### src/rtl/drvcomp_pkg.sv
package drvcomp_pkg;

  typedef enum logic [1:0] {
    SRC_CAL  = 2'b00,
    SRC_PROG = 2'b01,
    SRC_SUM  = 2'b10,
    SRC_RSVD = 2'b11
  } src_e;

  // default source select chosen by the latched override strap
  function automatic logic [1:0] dflt_mode(input logic ovr);
    return ovr ? SRC_PROG : SRC_CAL;
  endfunction

endpackage

### src/rtl/drvcomp_sel.sv
module drvcomp_sel
  import drvcomp_pkg::*;
#(
  parameter int W = 5
) (
  input  logic         clk,
  input  logic [1:0]   mode,
  input  logic [W-1:0] cal,
  input  logic [W-1:0] prog,
  output logic [W-1:0] code
);

  logic [W:0]   sum;
  logic [W-1:0] nxt;

  always_comb begin
    sum = {1'b0, cal} + {1'b0, prog};
    case (src_e'(mode))
      SRC_CAL:  nxt = cal;
      SRC_PROG: nxt = prog;
      SRC_SUM:  nxt = sum[W] ? {W{1'b1}} : sum[W-1:0];
      default:  nxt = prog;
    endcase
  end

  always_ff @(posedge clk) begin
    code <= nxt;
  end

endmodule

### src/rtl/drvcomp_regs.sv
module drvcomp_regs
  import drvcomp_pkg::*;
#(
  parameter int             NGRP      = 2,
  parameter int             W         = 5,
  parameter int             SEL_W     = 1,
  parameter logic [W-1:0]   PROG_INIT = 5'h10,
  localparam int            REG_W     = 4 + 2*W
) (
  input  logic                  clk,
  input  logic                  hold,
  input  logic                  pg_rise,
  input  logic                  ovr_pin,
  input  logic                  ovr_lat,
  input  logic                  wr_en,
  input  logic [SEL_W-1:0]      wr_sel,
  input  logic [REG_W-1:0]      wr_data,
  output logic [NGRP-1:0][1:0]  rmode,
  output logic [NGRP-1:0][1:0]  fmode,
  output logic [NGRP-1:0][W-1:0] rprog,
  output logic [NGRP-1:0][W-1:0] fprog
);

  for (genvar g = 0; g < NGRP; g++) begin : g_grp
    always_ff @(posedge clk) begin
      if (hold) begin
        rmode[g] <= dflt_mode(ovr_lat);
        fmode[g] <= dflt_mode(ovr_lat);
        rprog[g] <= PROG_INIT;
        fprog[g] <= PROG_INIT;
      end else if (pg_rise) begin
        rmode[g] <= dflt_mode(ovr_pin);
        fmode[g] <= dflt_mode(ovr_pin);
      end else if (wr_en && wr_sel == SEL_W'(g)) begin
        rmode[g] <= wr_data[1:0];
        fmode[g] <= wr_data[3:2];
        rprog[g] <= wr_data[4 +: W];
        fprog[g] <= wr_data[4+W +: W];
      end
    end
  end

endmodule

### src/rtl/drvcomp_sched.sv
module drvcomp_sched #(
  parameter int FIRST_DLY  = 800000,
  parameter int CAL_PERIOD = 4000000,
  localparam int MAXC      = (FIRST_DLY > CAL_PERIOD) ? FIRST_DLY : CAL_PERIOD,
  localparam int CNT_W     = $clog2(MAXC + 1)
) (
  input  logic clk,
  input  logic hold,
  output logic cal_req
);

  localparam logic [CNT_W-1:0] LIM_FIRST = CNT_W'(FIRST_DLY - 1);
  localparam logic [CNT_W-1:0] LIM_PER   = CNT_W'(CAL_PERIOD - 1);

  logic [CNT_W-1:0] cnt;
  logic             first;
  logic             hit;

  assign hit = first ? (cnt == LIM_FIRST) : (cnt == LIM_PER);

  always_ff @(posedge clk) begin
    if (hold) begin
      cnt     <= '0;
      first   <= 1'b1;
      cal_req <= 1'b0;
    end else if (hit) begin
      cnt     <= '0;
      first   <= 1'b0;
      cal_req <= 1'b1;
    end else begin
      cnt     <= cnt + 1'b1;
      cal_req <= 1'b0;
    end
  end

endmodule

### src/rtl/drvcomp_ctrl.sv
module drvcomp_ctrl
  import drvcomp_pkg::*;
#(
  parameter int                 CODE_W     = 5,
  parameter int                 NGRP       = 2,
  parameter int                 FIRST_DLY  = 800000,
  parameter int                 CAL_PERIOD = 4000000,
  parameter logic [CODE_W-1:0]  CAL_INIT   = 5'h10,
  parameter logic [CODE_W-1:0]  PROG_INIT  = 5'h10,
  localparam int                SEL_W      = (NGRP > 1) ? $clog2(NGRP) : 1,
  localparam int                REG_W      = 4 + 2*CODE_W
) (
  input  logic                     clk,
  input  logic                     rst,
  input  logic                     pwr_good,
  input  logic                     ovr_pin,
  input  logic                     cal_done,
  input  logic [CODE_W-1:0]        cal_rise,
  input  logic [CODE_W-1:0]        cal_fall,
  input  logic                     wr_en,
  input  logic [SEL_W-1:0]         wr_sel,
  input  logic [REG_W-1:0]         wr_data,
  output logic                     cal_req,
  output logic [NGRP*CODE_W-1:0]   rise_code,
  output logic [NGRP*CODE_W-1:0]   fall_code
);

  logic pg_q;
  logic pg_rise;
  logic ovr_lat;
  logic hold;

  logic [CODE_W-1:0] cal_rq;
  logic [CODE_W-1:0] cal_fq;

  logic [NGRP-1:0][1:0]        rmode;
  logic [NGRP-1:0][1:0]        fmode;
  logic [NGRP-1:0][CODE_W-1:0] rprog;
  logic [NGRP-1:0][CODE_W-1:0] fprog;

  assign hold    = rst | ~pwr_good;
  assign pg_rise = pwr_good & ~pg_q;

  // power-good edge detect and strap latch are outside the reset domain
  always_ff @(posedge clk) begin
    pg_q <= pwr_good;
    if (pg_rise) ovr_lat <= ovr_pin;
  end

  always_ff @(posedge clk) begin
    if (hold) begin
      cal_rq <= CAL_INIT;
      cal_fq <= CAL_INIT;
    end else if (cal_done) begin
      cal_rq <= cal_rise;
      cal_fq <= cal_fall;
    end
  end

  drvcomp_regs #(
    .NGRP(NGRP), .W(CODE_W), .SEL_W(SEL_W), .PROG_INIT(PROG_INIT)
  ) u_regs (
    .clk(clk), .hold(hold), .pg_rise(pg_rise), .ovr_pin(ovr_pin),
    .ovr_lat(ovr_lat), .wr_en(wr_en), .wr_sel(wr_sel), .wr_data(wr_data),
    .rmode(rmode), .fmode(fmode), .rprog(rprog), .fprog(fprog)
  );

  drvcomp_sched #(
    .FIRST_DLY(FIRST_DLY), .CAL_PERIOD(CAL_PERIOD)
  ) u_sched (
    .clk(clk), .hold(hold), .cal_req(cal_req)
  );

  for (genvar g = 0; g < NGRP; g++) begin : g_out
    drvcomp_sel #(.W(CODE_W)) u_rsel (
      .clk(clk), .mode(rmode[g]), .cal(cal_rq), .prog(rprog[g]),
      .code(rise_code[g*CODE_W +: CODE_W])
    );
    drvcomp_sel #(.W(CODE_W)) u_fsel (
      .clk(clk), .mode(fmode[g]), .cal(cal_fq), .prog(fprog[g]),
      .code(fall_code[g*CODE_W +: CODE_W])
    );
  end

endmodule

### config.mk
export PLATFORM = sky130hd
export DESIGN_NAME = drvcomp_ctrl
export DESIGN_NICKNAME = d
export VERILOG_FILES = /design/src/rtl/drvcomp_pkg.sv /design/src/rtl/drvcomp_sel.sv /design/src/rtl/drvcomp_regs.sv /design/src/rtl/drvcomp_sched.sv /design/src/rtl/drvcomp_ctrl.sv
export SDC_FILE = /design/constraint.sdc
export NUM_CORES = 1
export LEC_CHECK = 0
export CORE_UTILIZATION = 35
export DETAILED_ROUTE_END_ITERATION = 16
export GPL_TIMING_DRIVEN = 0
export SLEW_MARGIN = 40
export SYNTH_ARGS = -nofsm -noshare
export SYNTH_HDL_FRONTEND = slang
export SYNTH_HIERARCHICAL = 1
export SYNTH_SLANG_ARGS = --single-unit
### constraint.sdc
create_clock -name clk -period 3.58 [get_ports clk]
set_input_delay 0.537 -clock clk [delete_from_list [all_inputs] [get_ports clk]]
set_output_delay 0.537 -clock clk [all_outputs]
set_load 0.01 [all_outputs]
; Word level (Yosys, flattened, before mapping)
; Index checks and enable logic that the tools add are counted.
[op_classes]
add_sub_neg = 5
eq_ne = 6
mux = 24
n_bitwise = 6
n_reduce_logical = 11
[op_table]
columns = op, n
row1 = $pmux W5 S2, 4
row2 = $add A5 B5 Y6, 4
row3 = $mux W2, 12
row4 = $add A22 B1 Y22 const B, 1
row5 = $eq A22 B20 Y1 const B, 1
row6 = $eq A22 B22 Y1 const B, 1
row7 = $mux W5, 4
row8 = $eq A2 B2 Y1 const B, 4
row9 = $logic_not A2 Y1, 4
row10 = $reduce_bool A3 Y1, 2
row11 = $mux W1, 4
row12 = $not A1 Y1, 4
row13 = $reduce_and A2 Y1, 2
row14 = $logic_and A1 B1 Y1, 2
row15 = $reduce_or A2 Y1, 1
row16 = $and A1 B1 Y1, 1
row17 = $or A1 B1 Y1, 1
[totals]
ff_bits = 84
inputBits = 31
out_inout_bits = 21
word_cells = 71

; Longest topological paths before layout
[depth]
depth_word = 5
mapped_depth = 6

; Modules after synthesis
; Netlist, hierarchy kept.
[by_module_without_submodules]
columns = mod, instances, cells_per_inst, area_per_inst_um2, seq_area_each_um2
row1 = drvcomp_sel, 4, 43, 397.9, 100.1
row2 = drvcomp_sched, 1, 126, 1211.2, 480.5
row3 = drvcomp_regs, 1, 102, 1143.6, 640.6
row4 = drvcomp_ctrl, 1, 36, 429.2, 250.2

; Least setup slack after synthesis
; Ideal clock, no wire load.
[synth_path]
path_type = register to register
from = register u_sched.cnt[2]
to = register u_sched.cnt[21]
setup_ns = 0.115
arrival_time_ns = 1.693
slack_ns = 1.772
path_stages_with_launch = 5
path_buffers = 0
path_cell_list = dfxtp_1 -> nand4_1 -> nor4_4 -> mux2_2 -> a2111oi_0
[synth_between]
elab_chain_cells = 3
word_cells_on_any_way = 5
[synth_rtl]
columns = element, line_no
row1 = start: declaration, drvcomp_sched.sv:15  ; logic [CNT_W-1:0] cnt;
row2 = start signal: assignment, drvcomp_sched.sv:31  ; cnt <= cnt + 1'b1;
row3 = "parallel branches: the longest is 3 deep, another holds $add A22 B1 Y22", n/a
; Several ways; the timed one is not identified.
; A chain may end at the register's enable or synchronous reset.

; Worst setup path in the final report
[layout_path]
from = input pwr_good
to = register u_regs/fmode[0] in the netlist's numbering (enable)
[layout_between]
elab_chain_cells = 3
word_cells_on_any_way = 4
[layout_rtl]
columns = element, line_no
row1 = start: declaration, drvcomp_ctrl.sv:15  ; input logic pwr_good,
row2 = $not A1 Y1, drvcomp_ctrl.sv:41  ; assign hold = rst | ~pwr_good;
row3 = $or A1 B1 Y1, drvcomp_ctrl.sv:41
row4 = named net hold, drvcomp_ctrl.sv:31  ; logic hold;
row5 = $reduce_bool A3 Y1 (no line), n/a
row6 = end signal: indexed assignment, drvcomp_regs.sv:28  ; fmode[g] <= dflt_mode(ovr_lat);
row7 = end signal: indexed assignment, drvcomp_regs.sv:33  ; fmode[g] <= dflt_mode(ovr_pin);
row8 = end signal: indexed assignment, drvcomp_regs.sv:36  ; fmode[g] <= wr_data[3:2];
row9 = end: declaration, drvcomp_regs.sv:19  ; output logic [NGRP-1:0][1:0] fmode,
; The timed path passes the listed nets, and every way through them passes these cells.

==> impl_metrics.yaml <==
routing:
  drc: 0
  wl_um: 9800
  met1_length_um: 4410
  top_layer: "met4"
  drt_iter0_drc: 254
  dr_total_vias: 3496
  wl_met3_um: 366
  antenna_left: 0
  routed_via_density: 5.21
  dr.pass1.iters: 4
  wl_per_cell_um: 14.6
  wl_met2_um: 4900
job:
  max-cap-violations: 0
worst_setup_path:
  required_ns: 3.56
  criticalPathCategory: "primary input to flop"
  critPathLaunchType: "primary input"
  crit_arrival_ns: 2.12
  crit_fanout: 21
  startpoint: "pwr_good"
  cp-end-kind: "flop"
  r2r_start: "u_sched/cnt[2]"
sta:
  period_share_pct: 59.8
  rsz0062_at_grt: "false"
  worst_pin_slew_ns: 0.547
  skew_ns: 0.00519
  finalSetupViolCount: 0
  hold_viol_final: 0
  tns_ns: 0
  max_freq_ghz: 0.467
  relSlewSlack_pct: 63.1
  drv_slew: 0
  layout_min_cycle_time_ns: 2.14
power_and_ir_drop:
  powerDensity_mw_per_mm2: 418
  p_leak_nw: 2.08
  vdd_ir_drop_max_mv: 0.295
synth:
  seq_area_frac_synth_pct: 40.5
  synth_nets: 492
  yosysMostFrequentCell: "dfxtp_1"
  ys_types: 53
  yosys-top-cells-count: "dfxtp_1, a21oi_1, mux2i_1"
  syn_area_mm2: 0.00438
  yosysTopAreaCell: "dfxtp_1"
  synth.area.top_cells: "dfxtp_1, mux2i_1, edfxtp_1, ha_1, a21oi_1"
  avgSynthCellArea_um2: 10.0
  ys.flop_type: "dfxtp_1"
  synth_top_area_share_pct: 34.3
  synthCells: 436
  synth_edf_count: 9
  synth_warnings: 6
  synth_seq_cells: 84
  synthArstFlopShare_pct: 0
cells_and_area:
  syn2layout_area_growth_pct: 23.7
  final_util_pct: 44.7
  final_nets: 554
  diodes: 0
  drive_above_1_share_pct: 9.74
  final_cell_area_mm2: 0.00541
cts:
  cts.hold.buffers_added: 0
  tritoncts: "yes"
  numCtsBuffers: 9
  post_cts_buffers: 0
  clkLatencyLatePin_ns: 0.34
  cts_max_path_buffers: 2
  cts-htree-levels: 3
  path_clk_slew_ns: 0.06
  cts_resized: 0
  cts.sink_count: 84
  cts_root_buf: "clkbuf_16"
min_path:
  hp-class: "flop to flop"
  min-delay-start: "u_sched/cnt[0]"
die:
  initial_core_util_pct: 36.1
  die_x_um: 114
  io_pins: 52
  core_mm2: 0.0121
  row_count: 40
  die-area_mm2: 0.0130
  dieHeight_um: 114
run_status:
  outcome: "completed"
grt:
  grt_max_degree: 22
  grt_overflow: 0
  track_usage_pct: 16.4
  grt_pass1_wl_um: 16600
  antenna_found_initial: 0
  grt_pass1_vias: 3436
placed_design:
  place_area_mm2: 0.00510
  dpl.hpwl_um: 7420
  gp_congestion: 0.807
  port_buffers: 51
-- path summary, 6_finish.rpt --
kind | end | slack (ns) | cells past startpoint
min | u_sched/cnt[0] | 0.49 | 1
min reg2reg | u_sched/cnt[0] | 0.49 | 1
max reg2reg | u_sched/cnt[21] | 1.46 | 4
max | u_regs/fmode[0] | 1.44 | 6
-- critical path, stage by stage --
cell and delay (ns):
clkdlybuf4s50_1 0.49, nand2b_4 0.11, buf_6 0.20, clkbuf_1 0.37
nor2_1 0.15, o21ai_0 0.25
-- registers in the layout, summed over array words and instances (netlist names) --
register           flops
u_sched/cnt           22
g_out.u_fsel/code     10
g_out.u_rsel/code     10
u_regs/fprog          10
u_regs/rprog          10
cal_fq                 5
cal_rq                 5
u_regs/fmode           4
u_regs/rmode           4
ovr_lat                1
pg_q                   1
u_sched/cal_req        1
u_sched/first          1
-- area by class of cell --
cell class / count / area [µm²]
Fill cell: 1147 / 6700
Multi-Input combinational cell: 318 / 2450
Sequential cell: 84 / 1770
Timing Repair Buffer: 51 / 510
Clock buffer: 11 / 233
Tap cell: 168 / 210
Clock inverter: 5 / 83.8
Buffer: 15 / 82.6
Inverter: 19 / 71.3
-- stage by stage --
stage | hold WS, ns | total power [mW] | cells | setup WS [ns]
floorplan | 0.446 | 1.17 | 436 | 1.77
global placement | 0.466 | 1.28 | 655 | 1.10
detailed placement | 0.479 | 1.29 | 655 | 1.06
CTS | 0.487 | 2.29 | 671 | 1.42
global route | 0.498 | 2.36 | 671 | 1.33
finish | 0.485 | 2.26 | 671 | 1.44
-- report_power, final --
| group | leakage, nW | internal, mW | switching (mW) |
|---|---|---|---|
| clock network | 0.155 | 0.616 | 0.379 |
| logic | 1.21 | 0.131 | 0.116 |
| registers | 0.708 | 0.995 | 0.0254 |
| total | 2.08 | 1.74 | 0.520 |
-- cells by family (layout without fill, tap and decap cells) --
group           count (synthesis)  in the layout  share of synthesized area [%]
fa+ha+maj                      25             25                           7.84
buf+inv                        34            101                           3.52
compound gates                 97             97                           15.4
mux                            34             34                           7.81
xor+xnor                       18             18                           3.60
flops                          84             84                           40.5
simple gates                  144            144                           21.3
-- placed cells by master (no fill, tap or decap), types with 10 or more instances in the layout --
cell             netlist  layout
ha_1                  21      21
xnor2_1               11      11
clkbuf_1               8      10
o22ai_1               20      20
nor3_1                22      22
dfxtp_1               75      75
nand2b_1              26      26
nand3_1               12      12
mux2i_1               33      33
nor2_1                21      21
clkdlybuf4s50_1        0      51
a21oi_1               41      41
inv_1                 15      15
-- per-layer routing --
layer  vias to the layer above  GRT usage, %
met5                         -             0
met4                         0          5.45
li1                       1753             -
met3                         8          3.51
met2                        55          28.9
met1                      1680          19.7
No activity file was read; power rests on OpenSTA's default activity.
